===== src/rtl/tlb_pkg.sv =====
package tlb_pkg;
    typedef enum logic [1:0] {
        ACC_READ  = 2'd0,
        ACC_WRITE = 2'd1,
        ACC_EXEC  = 2'd2,
        ACC_NONE  = 2'd3
    } acc_e;

    typedef enum logic [1:0] {
        RSP_IDLE  = 2'd0,
        RSP_HIT   = 2'd1,
        RSP_MISS  = 2'd2,
        RSP_FAULT = 2'd3
    } rsp_e;

    localparam int PERM_W  = 3;
    localparam int PERM_RD = 0;
    localparam int PERM_WR = 1;
    localparam int PERM_EX = 2;
endpackage


===== src/rtl/tlb_set_match.sv =====
module tlb_set_match #(
    parameter int WAYS  = 4,
    parameter int TAG_W = 18,
    localparam int WAY_W = $clog2(WAYS)
) (
    input  logic [WAYS-1:0]            valid_i,
    input  logic [WAYS-1:0][TAG_W-1:0] tags_i,
    input  logic [TAG_W-1:0]           tag_i,
    output logic                       hit_o,
    output logic [WAY_W-1:0]           way_o
);
    logic [WAYS-1:0] eq;

    for (genvar g = 0; g < WAYS; g++) begin : g_cmp
        assign eq[g] = valid_i[g] && (tags_i[g] == tag_i);
    end

    assign hit_o = |eq;

    always_comb begin
        way_o = '0;
        for (int w = WAYS - 1; w >= 0; w--) begin
            if (eq[w]) way_o = WAY_W'(w);
        end
    end
endmodule


===== src/rtl/tlb_victim.sv =====
module tlb_victim #(
    parameter int WAYS = 4,
    localparam int WAY_W = $clog2(WAYS)
) (
    input  logic [WAYS-1:0]  valid_i,
    input  logic             found_i,
    input  logic [WAY_W-1:0] found_way_i,
    input  logic [WAY_W-1:0] rr_i,
    output logic [WAY_W-1:0] way_o,
    output logic             advance_o
);
    logic [WAY_W-1:0] free_way;

    always_comb begin
        free_way = '0;
        for (int w = WAYS - 1; w >= 0; w--) begin
            if (!valid_i[w]) free_way = WAY_W'(w);
        end
    end

    always_comb begin
        advance_o = 1'b0;
        if (found_i) begin
            way_o = found_way_i;
        end else if (!(&valid_i)) begin
            way_o = free_way;
        end else begin
            way_o     = rr_i;
            advance_o = 1'b1;
        end
    end
endmodule


===== src/rtl/tlb_xlate.sv =====
module tlb_xlate
    import tlb_pkg::*;
#(
    parameter int VA_W  = 32,
    parameter int PA_W  = 24,
    parameter int OFS_W = 12,
    parameter int SETS  = 4,
    parameter int WAYS  = 4
) (
    input  logic                    clk,
    input  logic                    rst_n,
    input  logic                    lkp_valid,
    input  logic [VA_W-1:0]         lkp_vaddr,
    input  logic [1:0]              lkp_kind,
    input  logic                    fill_valid,
    input  logic [VA_W-OFS_W-1:0]   fill_vpn,
    input  logic [PA_W-OFS_W-1:0]   fill_ppn,
    input  logic [PERM_W-1:0]       fill_perm,
    input  logic                    flush,
    output logic                    rsp_valid,
    output logic                    rsp_hit,
    output logic                    rsp_miss,
    output logic                    rsp_fault,
    output logic [PA_W-1:0]         rsp_paddr
);
    localparam int VPN_W = VA_W - OFS_W;
    localparam int IDX_W = $clog2(SETS);
    localparam int TAG_W = VPN_W - IDX_W;
    localparam int PPN_W = PA_W - OFS_W;
    localparam int WAY_W = $clog2(WAYS);

    // Entry storage
    logic [SETS-1:0][WAYS-1:0]             valid_q;
    logic [SETS-1:0][WAYS-1:0][TAG_W-1:0]  tag_q;
    logic [SETS-1:0][WAYS-1:0][PPN_W-1:0]  ppn_q;
    logic [SETS-1:0][WAYS-1:0][PERM_W-1:0] perm_q;
    logic [SETS-1:0][WAY_W-1:0]            rr_q;

    // Lookup path
    logic [IDX_W-1:0]  lk_idx;
    logic [TAG_W-1:0]  lk_tag;
    logic              lk_hit;
    logic [WAY_W-1:0]  lk_way;
    logic [PPN_W-1:0]  lk_ppn;
    logic [PERM_W-1:0] lk_perm;
    logic              perm_ok;

    assign lk_idx  = lkp_vaddr[OFS_W +: IDX_W];
    assign lk_tag  = lkp_vaddr[VA_W-1 -: TAG_W];

    tlb_set_match #(.WAYS(WAYS), .TAG_W(TAG_W)) u_lk_match (
        .valid_i (valid_q[lk_idx]),
        .tags_i  (tag_q[lk_idx]),
        .tag_i   (lk_tag),
        .hit_o   (lk_hit),
        .way_o   (lk_way)
    );

    assign lk_ppn  = ppn_q[lk_idx][lk_way];
    assign lk_perm = perm_q[lk_idx][lk_way];

    always_comb begin
        unique case (acc_e'(lkp_kind))
            ACC_READ:  perm_ok = lk_perm[PERM_RD];
            ACC_WRITE: perm_ok = lk_perm[PERM_WR];
            ACC_EXEC:  perm_ok = lk_perm[PERM_EX];
            ACC_NONE:  perm_ok = 1'b0;
        endcase
    end

    // Fill path
    logic [IDX_W-1:0] fl_idx;
    logic [TAG_W-1:0] fl_tag;
    logic             fl_hit;
    logic [WAY_W-1:0] fl_way;
    logic [WAY_W-1:0] fl_victim;
    logic             fl_adv;

    assign fl_idx = fill_vpn[IDX_W-1:0];
    assign fl_tag = fill_vpn[VPN_W-1 -: TAG_W];

    tlb_set_match #(.WAYS(WAYS), .TAG_W(TAG_W)) u_fl_match (
        .valid_i (valid_q[fl_idx]),
        .tags_i  (tag_q[fl_idx]),
        .tag_i   (fl_tag),
        .hit_o   (fl_hit),
        .way_o   (fl_way)
    );

    tlb_victim #(.WAYS(WAYS)) u_victim (
        .valid_i     (valid_q[fl_idx]),
        .found_i     (fl_hit),
        .found_way_i (fl_way),
        .rr_i        (rr_q[fl_idx]),
        .way_o       (fl_victim),
        .advance_o   (fl_adv)
    );

    // Valid bits and replacement pointers
    always_ff @(posedge clk or negedge rst_n) begin
        if (!rst_n) begin
            valid_q <= '0;
            rr_q    <= '0;
        end else if (flush) begin
            valid_q <= '0;
        end else if (fill_valid) begin
            valid_q[fl_idx][fl_victim] <= 1'b1;
            if (fl_adv) rr_q[fl_idx] <= rr_q[fl_idx] + 1'b1;
        end
    end

    // Entry payload, meaningful only under a valid bit
    always_ff @(posedge clk) begin
        if (fill_valid) begin
            tag_q[fl_idx][fl_victim]  <= fl_tag;
            ppn_q[fl_idx][fl_victim]  <= fill_ppn;
            perm_q[fl_idx][fl_victim] <= fill_perm;
        end
    end

    // Result state machine
    rsp_e            rsp_q, rsp_d;
    logic [PA_W-1:0] paddr_q, paddr_d;

    always_comb begin
        if (!lkp_valid)     rsp_d = RSP_IDLE;
        else if (!lk_hit)   rsp_d = RSP_MISS;
        else if (perm_ok)   rsp_d = RSP_HIT;
        else                rsp_d = RSP_FAULT;
        paddr_d = (rsp_d == RSP_HIT) ? {lk_ppn, lkp_vaddr[OFS_W-1:0]} : '0;
    end

    always_ff @(posedge clk or negedge rst_n) begin
        if (!rst_n) begin
            rsp_q   <= RSP_IDLE;
            paddr_q <= '0;
        end else begin
            rsp_q   <= rsp_d;
            paddr_q <= paddr_d;
        end
    end

    always_comb begin
        rsp_valid = 1'b1;
        rsp_hit   = 1'b0;
        rsp_miss  = 1'b0;
        rsp_fault = 1'b0;
        unique case (rsp_q)
            RSP_IDLE:  rsp_valid = 1'b0;
            RSP_HIT:   rsp_hit   = 1'b1;
            RSP_MISS:  rsp_miss  = 1'b1;
            RSP_FAULT: rsp_fault = 1'b1;
        endcase
        rsp_paddr = paddr_q;
    end
endmodule


===== config.mk =====
export PLATFORM = sky130hd
export DESIGN_NAME = tlb_xlate
export DESIGN_NICKNAME = d
export VERILOG_FILES = /design/src/rtl/tlb_pkg.sv /design/src/rtl/tlb_set_match.sv /design/src/rtl/tlb_victim.sv /design/src/rtl/tlb_xlate.sv
export SDC_FILE = /design/constraint.sdc
export NUM_CORES = 1
export LEC_CHECK = 0
export ABC_CLOCK_PERIOD_IN_PS = 6100
export CAP_MARGIN = 20
export CORE_UTILIZATION = 40
export DETAILED_ROUTE_END_ITERATION = 7
export SYNTH_ARGS = -nofsm -noshare
export SYNTH_HDL_FRONTEND = slang
export SYNTH_SLANG_ARGS = --single-unit

===== constraint.sdc =====
create_clock -name clk -period 6.1 [get_ports clk]
set_input_delay 0.61 -clock clk [delete_from_list [all_inputs] [get_ports clk]]
set_output_delay 0.61 -clock clk [all_outputs]
set_load 0.05 [all_outputs]

==> impl_results.md <==
- Drt wl/cell: 28.3 um
- Crit path DAT: approximately 5100 ps
- Worst Skew: just under 20 ps
- Worst Reg-to-Reg Cells: 9
- Synth top area share: between 60% and 70%
- Pre-CTS setup slack: ~680 ps
- CTS Sinks: ~580
- Worst hold path type: primary input to async pin
- Outcome: finished clean
- Max-Cap Viols: 0
- Top-count cell post-synth: edfxtp_1
- Antenna violations before repair: 2
- Root buffer cell: clkbuf_16
- Clk slew on worst S/H paths: 60 ps
- Overflow after GRT: 0
- Mean Syn Cell Area: 18.8 um^2
- Synthesis-stage register bit count: roughly 580
- Pint: around 6.7 mW
- Clk Latency, worst-skew pair: roughly 630 ps
- # hold bufs at CTS: 0
- I/O Buffers: approximately 100
- Via count: ~14000
- Core region area: between 0.06 and 0.07 mm^2
- GP Congestion: roughly 0.86
- Final period util: roughly four fifths
- TritonCTS buffer count: 60
- Predominant post-synthesis flop cell: edfxtp_1
- Synth async-reset ratio: under 10%
- Die W: 257 um
- Via density: between 5 and 6
- Antenna viol nets, final: 0
- Crit path max fanout: 63
- Post-synthesis cell type count: 66
- Commonest cells in the netlist: edfxtp_1 (528), mux4_2 (199), xnor2_1 (125)
- Nets: around 1600
- Combinational fraction of design power: 8.0%
- Pins Over Slew Limit: 0
- Pre-antenna DRT Iters: 5
- Highest clock rate: between 0.2 and 0.25 GHz
- Minimum clock period: 4810 ps
- Area Growth Syn to Fin: 16.2%
- Startpoint types: primary input
- Synth top area cells: edfxtp_1 (61%), mux4_2 (17%), dfrtp_1 (4.8%)
- H-tree levels: 2
- First DRT Iteration DRCs: about 1500
- Die Ht: 257 um
- Setup TNS: 0 ps
- Largest area contributor in the netlist: edfxtp_1
- Area of the multi-input gates: 0.00841 mm^2
- Setup violations, final: 0
- Slew margin rel.: 22.6%
- CP Class: primary input to flop
- Mapped cell area: around 0.026 mm^2
- CP endpoint kind: flop
- Final Util: about 47%
- Register area: roughly 0.017 mm^2
- Vias in the first global route: approximately 15000
- PD cells: between 200 and 300 mW/mm^2
- DRC viols: 0
- Worst EP required: about 6400 ps
- Routed WL: approximately 69000 um
- Hold Vio Cnt, Final: 0
- Setup bufs post-CTS: 0
- Post-cts resize count: 0
- IO Pins: 102
- Post-synthesis sequential area ratio: between 60% and 70%
- EDFF count, synth: 528
- Leakage dissipation: between 9 and 10 nW
- Largest net degree at the start of global routing: 75
- Pwr Total: 8.66 mW
- Syn Inst Count: 1381
- Setup WS post-layout: 1290 ps
- DP Wirelength: 45300 um
- Sw Share: between 20 and 25%
- Die ar.: around 0.066 mm^2
- Psw: between 1.5 and 2 mW
- Post-Syn Nets: about 1500
- First-pass GRT wire length: a little over 100000 um
- Layout cells sized above 1: 27.0%
- Filler cells: around 5300
- Max VDD drop: 0.221 mV
- RSZ-0062 raised after global routing: no
- Seq pwr share: between 50% and 60%
- GRT Resource Usage Total: between 20% and 30%
- CTS tree: done
- Rows: 93
- Part of the power in the clock network: about two fifths
- Synth Warn #: 0
- Slew @ Worst Pin: roughly 1100 ps
- Initial core utilization: approximately two fifths
- CTS max path bufs: 3
worst paths after layout:
path / from / endpoint / slack [ps]
setup / recovery: fill_vpn[0] / tag_q[165] / 1290
max in group asynchronous: rst_n / rsp_paddr[15] / 5490
hold reg to reg: rr_q[5] / rr_q[5] / 510
min in group clk: rr_q[5] / rr_q[5] / 510
hold / removal: rst_n / valid_q[14] / 120
setup reg to reg: tag_q[272] / tag_q[165] / 1790
stage by stage:
step	hold WS, ps	cells	cell area, um^2
2_1_floorplan	314	1381	26000
3_3_place_gp	490	2315	28300
3_5_place_dp	494	2315	28300
4_1_cts	131	2426	30200
5_1_grt	168	2428	30200
6_report	119	2429	30200
placed cells by master (no fill, tap or decap), types with 4 or more instances in the layout:
cell type	netlist	routed
nand3_1	11	11
inv_1	22	22
o21ai_0	22	22
buf_4	6	59
mux4_2	199	199
nor2_4	0	8
nand2b_1	7	7
o21a_1	7	7
and2_1	6	6
clkbuf_1	41	13
bufinv_16	0	6
dfrtp_1	50	50
o211ai_1	16	16
nor3_1	7	7
nor3b_1	6	4
xor2_1	27	27
nand2_1	32	32
nor3b_2	8	10
buf_12	2	8
clkdlybuf4s50_1	0	96
edfxtp_1	528	528
and3_1	6	4
nand4_1	33	33
nor2b_1	8	6
clkinv_1	0	16
clkbuf_16	0	60
xnor2_1	125	125
o221ai_1	14	14
a22o_1	8	8
mux2_2	23	23
nor2_1	30	22
nor3_2	12	12
nand3b_1	6	6
clkinv_2	0	7
mux2i_1	26	26
flip-flops by register name, indices dropped and copies added (netlist names):
name / flops
perm_q: 48
ppn_q: 192
rr_q: 8
rsp_paddr: 24
rsp_q: 2
tag_q: 288
valid_q: 16
power groups by stage:
stage,registers [mW],logic (mW),clock network [mW]
global route,4.38,0.732,3.80
CTS,4.38,0.695,3.66
floorplan,4.46,0.405,0
finish,4.38,0.691,3.59
detailed placement,4.47,0.693,0
global placement,4.46,0.690,0
area by class of cell:
class | instances | area share, %
sequential | 578 | 56.6
multi-input combinational | 694 | 27.9
timing repair buffer | 167 | 5.32
clock buffer | 73 | 5.13
tap | 855 | 3.54
clock inverter | 38 | 1.22
inverter | 22 | 0.273
antenna | 2 | 0.0166
logic make-up after synthesis:
group,count (synthesis),share of synthesized area (%)
AOI/OAI and AO/OA,96,2.84
DFF,578,65.8
xor gates and xnor gates,152,5.12
muxes,248,19.2
and+or+nand+nor,198,4.78
buffers and inverters,109,2.20
critical path, stage by stage:
cell	delay, ps
buf_6	700
mux4_2	620
xor2_1	160
nor3_1	780
nand4_1	390
a21boi_0	280
o21ai_1	240
nand2b_1	440
nor2_4	580
buf_4	260
layer usage:
metal	part of all wire [%]	global-route usage (%)	vias up	wire, um
met5	0	0	-	0
met4	2.3	5.54	0	1570
met3	6.1	3.17	96	4170
met2	49	34.1	502	33700
met1	43	30.1	7582	29400
li1	-	-	5933	-
No activity file was read; power rests on OpenSTA's default activity.
